`src/rtl/mmu_fault_pkg.sv`:
```
package mmu_fault_pkg;

  localparam int DOM_CNT = 16;
  localparam int DOM_W   = $clog2(DOM_CNT);
  localparam int AP_CNT  = 4;
  localparam int AP_LSB  = 4;

  typedef enum logic [3:0] {
    FS_NONE      = 4'b0000,
    FS_ALIGN     = 4'b0001,
    FS_XLAT_SEC  = 4'b0101,
    FS_XLAT_PAGE = 4'b0111,
    FS_DOM_SEC   = 4'b1001,
    FS_DOM_PAGE  = 4'b1011,
    FS_PERM_SEC  = 4'b1101,
    FS_PERM_PAGE = 4'b1111
  } faultCode_e;

  typedef struct packed {
    logic capReq;
    logic capL1;
    logic finAlign;
    logic finL1;
    logic finL2;
  } ctrlStrobe_t;

  // permission decode; S/R only matter for field value 00
  function automatic logic apGrant(input logic [1:0] ap, input logic priv,
                                   input logic write, input logic sBit,
                                   input logic rBit);
    logic ok;
    unique case (ap)
      2'b11: ok = 1'b1;
      2'b10: ok = priv | ~write;
      2'b01: ok = priv;
      default: begin
        unique case ({sBit, rBit})
          2'b10:   ok = priv & ~write;
          2'b01:   ok = ~write;
          default: ok = 1'b0;
        endcase
      end
    endcase
    return ok;
  endfunction

endpackage

```
`src/rtl/mmu_fault_dp.sv`:
```
module mmu_fault_dp
  import mmu_fault_pkg::*;
#(
  parameter int AW = 32,
  parameter int DW = 32
) (
  input  logic                 clk,
  input  logic                 rstN,
  input  ctrlStrobe_t          strobe,
  input  logic [AW-1:0]        reqAddr,
  input  logic                 reqWrite,
  input  logic                 reqPriv,
  input  logic [1:0]           reqSize,
  input  logic [DW-1:0]        l1Desc,
  input  logic [DW-1:0]        l2Desc,
  input  logic [2*DOM_CNT-1:0] domainCtl,
  input  logic                 sysProt,
  input  logic                 romProt,
  output logic                 misaligned,
  output logic                 l1Final,
  output logic [1:0]           heldDomVal,
  output logic                 doneOut,
  output logic                 abortOut,
  output logic [3:0]           statusOut,
  output logic [DOM_W-1:0]     domainOut
);

  // captured request and first-level results
  logic [5:0]       addrQ;    // address bits [15:10]
  logic             writeQ, privQ;
  logic [DOM_W-1:0] domNumQ;
  logic [1:0]       domValQ;

  logic unusedAddr;
  assign unusedAddr = ^{reqAddr[AW-1:16], reqAddr[9:2]};
  logic unusedDesc;
  assign unusedDesc = ^{l1Desc[DW-1:12], l1Desc[9], l1Desc[4:2],
                        l2Desc[DW-1:AP_LSB+2*AP_CNT], l2Desc[AP_LSB-1:2]};

  // alignment gate
  always_comb begin
    unique case (reqSize)
      2'd0:    misaligned = 1'b0;
      2'd1:    misaligned = reqAddr[0];
      default: misaligned = |reqAddr[1:0];
    endcase
  end

  // first-level evaluation
  logic [1:0]       l1Type;
  logic [DOM_W-1:0] domNum;
  logic [1:0]       domVal;
  logic             isSection;
  faultCode_e       l1Code;

  assign l1Type    = l1Desc[1:0];
  assign domNum    = l1Desc[8:5];
  assign domVal    = domainCtl[{domNum, 1'b0} +: 2];
  assign isSection = (l1Type == 2'b10);

  always_comb begin
    if (l1Type == 2'b00)
      l1Code = FS_XLAT_SEC;
    else if (!domVal[0])
      l1Code = isSection ? FS_DOM_SEC : FS_DOM_PAGE;
    else if (isSection && domVal == 2'b01 &&
             !apGrant(l1Desc[11:10], privQ, writeQ, sysProt, romProt))
      l1Code = FS_PERM_SEC;
    else
      l1Code = FS_NONE;
  end

  assign l1Final = (l1Type == 2'b00) || !domVal[0] || isSection;

  // second-level evaluation: four permission fields, one per quarter
  logic [1:0] apFld [AP_CNT];
  for (genvar k = 0; k < AP_CNT; k++) begin : gApFld
    assign apFld[k] = l2Desc[AP_LSB+2*k +: 2];
  end

  logic [1:0] l2Type;
  logic [1:0] quarter;
  faultCode_e l2Code;

  assign l2Type = l2Desc[1:0];

  always_comb begin
    unique case (l2Type)
      2'b01:   quarter = addrQ[5:4];  // large page: bits [15:14]
      2'b10:   quarter = addrQ[1:0];  // small page: bits [11:10]
      default: quarter = 2'b00;
    endcase
  end

  always_comb begin
    if (l2Type == 2'b00)
      l2Code = FS_XLAT_PAGE;
    else if (domValQ == 2'b11)
      l2Code = FS_NONE;
    else if (!apGrant(apFld[quarter], privQ, writeQ, sysProt, romProt))
      l2Code = FS_PERM_PAGE;
    else
      l2Code = FS_NONE;
  end

  // captured state
  always_ff @(posedge clk) begin
    if (!rstN) begin
      addrQ   <= '0;
      writeQ  <= 1'b0;
      privQ   <= 1'b0;
      domNumQ <= '0;
      domValQ <= 2'b00;
    end else begin
      if (strobe.capReq) begin
        addrQ  <= reqAddr[15:10];
        writeQ <= reqWrite;
        privQ  <= reqPriv;
      end
      if (strobe.capL1) begin
        domNumQ <= domNum;
        domValQ <= domVal;
      end
    end
  end

  assign heldDomVal = domValQ;

  // result registers
  always_ff @(posedge clk) begin
    if (!rstN) begin
      doneOut   <= 1'b0;
      abortOut  <= 1'b0;
      statusOut <= FS_NONE;
      domainOut <= '0;
    end else begin
      doneOut   <= strobe.finAlign | strobe.finL1 | strobe.finL2;
      abortOut  <= 1'b0;
      statusOut <= FS_NONE;
      domainOut <= '0;
      if (strobe.finAlign) begin
        abortOut  <= 1'b1;
        statusOut <= FS_ALIGN;
      end else if (strobe.finL1) begin
        abortOut  <= (l1Code != FS_NONE);
        statusOut <= l1Code;
        domainOut <= (l1Code == FS_NONE || l1Code == FS_XLAT_SEC) ? '0 : domNum;
      end else if (strobe.finL2) begin
        abortOut  <= (l2Code != FS_NONE);
        statusOut <= l2Code;
        domainOut <= (l2Code == FS_NONE) ? '0 : domNumQ;
      end
    end
  end

  AST_ABORT_WITH_DONE: assert property (@(posedge clk) disable iff (!rstN)
    abortOut |-> doneOut);
  AST_GRANT_ZERO_CODE: assert property (@(posedge clk) disable iff (!rstN)
    (doneOut && !abortOut) |-> (statusOut == 4'b0000 && domainOut == '0));
  AST_ALIGN_FIRST: assert property (@(posedge clk) disable iff (!rstN)
    strobe.finAlign |=> (statusOut == 4'b0001 && abortOut));
  AST_XLAT_SEC_NO_DOM: assert property (@(posedge clk) disable iff (!rstN)
    (doneOut && statusOut == 4'b0101) |-> (domainOut == '0));

endmodule

```
`src/rtl/mmu_fault_ctrl.sv`:
```
module mmu_fault_ctrl
  import mmu_fault_pkg::*;
(
  input  logic        clk,
  input  logic        rstN,
  input  logic        reqValid,
  input  logic        l1Valid,
  input  logic        l2Valid,
  input  logic        misaligned,
  input  logic        l1Final,
  input  logic [1:0]  heldDomVal,
  output ctrlStrobe_t strobe
);

  typedef enum logic [1:0] {ST_IDLE, ST_WAIT_L1, ST_WAIT_L2} state_e;
  state_e state, stateNxt;

  always_comb begin
    strobe   = '0;
    stateNxt = state;
    unique case (state)
      ST_IDLE: if (reqValid) begin
        strobe.capReq = 1'b1;
        if (misaligned) strobe.finAlign = 1'b1;
        else            stateNxt = ST_WAIT_L1;
      end
      ST_WAIT_L1: if (l1Valid) begin
        strobe.capL1 = 1'b1;
        if (l1Final) begin
          strobe.finL1 = 1'b1;
          stateNxt     = ST_IDLE;
        end else begin
          stateNxt = ST_WAIT_L2;
        end
      end
      ST_WAIT_L2: if (l2Valid) begin
        strobe.finL2 = 1'b1;
        stateNxt     = ST_IDLE;
      end
      default: stateNxt = ST_IDLE;
    endcase
  end

  always_ff @(posedge clk) begin
    if (!rstN) state <= ST_IDLE;
    else       state <= stateNxt;
  end

  AST_ONE_FINISH: assert property (@(posedge clk) disable iff (!rstN)
    $onehot0({strobe.finAlign, strobe.finL1, strobe.finL2}));
  AST_L2_ONLY_OPEN_DOMAIN: assert property (@(posedge clk) disable iff (!rstN)
    (state == ST_WAIT_L2) |-> heldDomVal[0]);
  AST_BUSY_STAYS: assert property (@(posedge clk) disable iff (!rstN)
    (state == ST_WAIT_L1 && !l1Valid && reqValid) |=> (state == ST_WAIT_L1));

endmodule

```
`src/rtl/mmu_fault_check.sv`:
```
module mmu_fault_check
  import mmu_fault_pkg::*;
#(
  parameter int AW = 32,
  parameter int DW = 32
) (
  input  logic                 clk,
  input  logic                 rstN,
  input  logic                 reqValid,
  input  logic [AW-1:0]        reqAddr,
  input  logic                 reqWrite,
  input  logic                 reqPriv,
  input  logic [1:0]           reqSize,
  input  logic                 l1Valid,
  input  logic [DW-1:0]        l1Desc,
  input  logic                 l2Valid,
  input  logic [DW-1:0]        l2Desc,
  input  logic [2*DOM_CNT-1:0] domainCtl,
  input  logic                 sysProt,
  input  logic                 romProt,
  output logic                 done,
  output logic                 abort,
  output logic [3:0]           faultStatus,
  output logic [DOM_W-1:0]     faultDomain
);

  ctrlStrobe_t strobe;
  logic        misaligned, l1Final;
  logic [1:0]  heldDomVal;

  mmu_fault_ctrl uCtrl (
    .clk        (clk),
    .rstN       (rstN),
    .reqValid   (reqValid),
    .l1Valid    (l1Valid),
    .l2Valid    (l2Valid),
    .misaligned (misaligned),
    .l1Final    (l1Final),
    .heldDomVal (heldDomVal),
    .strobe     (strobe)
  );

  mmu_fault_dp #(.AW(AW), .DW(DW)) uDp (
    .clk        (clk),
    .rstN       (rstN),
    .strobe     (strobe),
    .reqAddr    (reqAddr),
    .reqWrite   (reqWrite),
    .reqPriv    (reqPriv),
    .reqSize    (reqSize),
    .l1Desc     (l1Desc),
    .l2Desc     (l2Desc),
    .domainCtl  (domainCtl),
    .sysProt    (sysProt),
    .romProt    (romProt),
    .misaligned (misaligned),
    .l1Final    (l1Final),
    .heldDomVal (heldDomVal),
    .doneOut    (done),
    .abortOut   (abort),
    .statusOut  (faultStatus),
    .domainOut  (faultDomain)
  );

endmodule

```
`config.mk`:
```
export PLATFORM = sky130hd
export DESIGN_NAME = mmu_fault_check
export DESIGN_NICKNAME = d
export VERILOG_FILES = /design/src/rtl/mmu_fault_pkg.sv /design/src/rtl/mmu_fault_dp.sv /design/src/rtl/mmu_fault_ctrl.sv /design/src/rtl/mmu_fault_check.sv
export SDC_FILE = /design/constraint.sdc
export NUM_CORES = 1
export LEC_CHECK = 0
export ABC_CLOCK_PERIOD_IN_PS = 3400
export BUFFER_PORTS_ARGS = -buffer_cell sky130_fd_sc_hd__buf_2
export CAP_MARGIN = 25
export CORE_ASPECT_RATIO = 0.8
export CORE_MARGIN = 1
export CORE_UTILIZATION = 41
export CTS_BUF_LIST = sky130_fd_sc_hd__clkbuf_8
export CTS_CLUSTER_SIZE = 20
export DETAILED_ROUTE_END_ITERATION = 10
export GPL_TIMING_DRIVEN = 0
export PLACE_DENSITY = 0.93
export SLEW_MARGIN = 10
export SYNTH_ARGS = -nofsm -noshare
export SYNTH_HDL_FRONTEND = slang
export SYNTH_SLANG_ARGS = --single-unit
export TNS_END_PERCENT = 50
```
`constraint.sdc`:
```
create_clock -name clk -period 3.4 [get_ports clk]
set_input_delay 0.17 -clock clk [delete_from_list [all_inputs] [get_ports clk]]
set_output_delay 0.17 -clock clk [all_outputs]
set_load 0.02 [all_outputs]
```
==> metrics <==
detailed-route via count 1,536; hold depth 3; initial drt markers 130; Clock Latency Late Sink 260 ps; Max VDD drop 0.245 mV; core area 3570 µm²; asr flop ratio synth 0%; fin util 57.5%; min Tclk post-route 2250 ps; CP required 3520 ps; Setup-failing EPs final 0; RSZ-0062 raised after global routing false; Initial Util 44.6%; Mapped Area 1590 µm²; die height 57.7 µm; final WL 3870 µm; hpwl dp 3060 µm; register area share after synthesis 30.2%; GR Util All Layers 19.0%; status complete, no violations; Tot Pwr 633 µW; crit-path max FO 8; share of layout cells above drive strength 1 39.1%; max cap viols 0; highest-count cells in the layout ignoring fill and taps buf_2, dfxtp_1, nand2_1, nor2b_1; crit share post-route 66.2%; H-tree depth 1; actual slew at the worst max-slew pin 491 ps; Post-DRT Antenna Nets 0; # DRC 0; Avg WL per Cell 14.1 µm; global-route wire length before repair 6200 µm; Slew Limit Headroom 67.3%; routability cong. 0.853; ant diodes 0; initial antenna violation count 0; sw frac 27.2%; Reg clk slew, reported paths 80 ps; worst reg2reg setup slack 1240 ps; pin count of the biggest net entering global routing 13; Lkg Pwr 0.918 nW; mean post-synth cell area 10.1 µm²; Worst Hold Class input pin to register; fin nets 379; Psw 172 µW; final worst clock skew 6.53 ps; Pre-Repair DR Iteration Count 5; WS Path Type input pin to register; worst r2r path cells 6; Post-synth EDFFs 0; PD cells 309 nW/µm²; Worst setup SP type input pin; die area 4140 µm²; clock root cell clkbuf_8; Post-CTS Setup Inserts 0; #FFs+latches synth 24; RR Endpoint uDp.domainOut[3]; P&R area growth vs syn 28.9%; Peak Freq 0.444 GHz; Pins Over Slew Limit 0; Via density 5.59; synth unique cells 42; Congestion Overflow GR 0; Hold Path End uDp.addrQ[4]; sequential power share 47.4%; post-route setup TNS 0 ps; port bufs 73; die width 71.7 µm; Num Clock Sinks 24; clock share of power 25.8%; Layout Cells excl Fill 275; CTS tree yes; hold path startpoint reqAddr[14]; Primary FF master, synth dfxtp_1; Worst setup EP type register; Gate Count Post-Synth 157; number of buffers created by CTS 3; final hold violations 0; cts-stage hold buffer count 0; Synth Warn # 0; CTS Buffer Depth 2; CTS resizes 0; vias in the first global route 1,398; row cnt 19; part of the power in combinational logic 26.9%; Inst Count DP 272; Ports 149; Crit Reg-Reg Startpoint uDp.addrQ[1]; most common cell after layout, fill and taps aside buf_2; Int Pwr 461 µW; Critical Path AT 2370 ps; syn_nets 301
-- power groups by stage --
stage	clock [mW]	combinational [mW]	sequential [mW]
floorplan	0	0.103	0.308
detailed placement	0	0.168	0.306
global placement	0	0.162	0.306
global route	0.175	0.186	0.301
CTS	0.165	0.170	0.300
finish	0.163	0.170	0.300
-- cells in the mapped netlist (7+ instances only) --
cell / instances / area [µm²]
dfxtp_1: 24 / 480
nand2_1: 20 / 75.1
nor2b_1: 9 / 56.3
mux2i_1: 8 / 80.1
nor2_1: 8 / 30.0
a21boi_0: 7 / 52.6
mux4_1: 7 / 184
-- worst max-delay path, stage by stage --
cell       delay (ps)
buf_2              90
inv_1              50
ha_1              270
clkbuf_1          260
nand2_1           110
a2bb2oi_1         150
a32oi_1           270
mux2_2            410
a211oi_2          380
o21ai_0           190
-- registers in the layout (all words and copies together), names as in the netlist --
register and count:
uDp.heldDomVal 2, uCtrl.state 2, uDp.domNumQ 4, uDp.addrQ 4
uDp.statusOut 4, uDp.abortOut 1, uDp.doneOut 1, uDp.writeQ 1
uDp.domainOut 4, uDp.privQ 1
-- metrics by stage --
stage / hold WS (ps) / area, µm² / setup WS (ps)
after floorplan: 290 / 1590 / 1280
after global placement: 424 / 2010 / 1010
after detailed placement: 440 / 2010 / 880
after CTS: 166 / 2050 / 1160
after global routing: 172 / 2050 / 956
final: 165 / 2050 / 1150
-- cell families (layout without fill, tap and decap cells) --
logic type / count (synthesis) / after routing / share of synthesized area (%)
AND/OR/NAND/NOR: 51 / 51 / 16.3
AO/OA/AOI/OAI: 41 / 41 / 19.8
flip-flops: 24 / 24 / 30.2
multiplexers: 23 / 23 / 25.8
buffers and inverters: 13 / 89 / 4.01
adder cells (fa/ha/maj): 5 / 5 / 3.93
-- layer usage --
metal | vias up | track usage [%] | part of all wire, %
li1 | 756 | - | -
met1 | 705 | 23.9 | 42
met2 | 65 | 32.1 | 49
met3 | 10 | 5.57 | 7.5
met4 | 0 | 5.60 | 1.7
met5 | - | 0 | 0
-- worst max-delay path by stage --
stage | start | endpoint | slack (ps)
2_1_floorplan | l2Desc[0] | uDp.domainOut[1] | 1280
3_3_place_gp | l2Desc[0] | uDp.domainOut[2] | 1010
3_5_place_dp | l2Desc[0] | uDp.domainOut[3] | 880
4_1_cts | l2Desc[0] | uDp.domainOut[3] | 1160
5_1_grt | l2Desc[0] | uDp.domainOut[3] | 960
6_report | l2Desc[0] | uDp.domainOut[3] | 1150
-- area by class of cell --
type / instances / area (µm²)
fillers: 313 / 1520
repair buffers: 73 / 365
flip-flops and latches: 24 / 480
multi-input cells: 120 / 1050
inverters: 5 / 18.8
well taps: 42 / 52.6
plain buffers: 8 / 45.0
clock buffers: 3 / 41.3
Power figures use the tool's default switching activity.
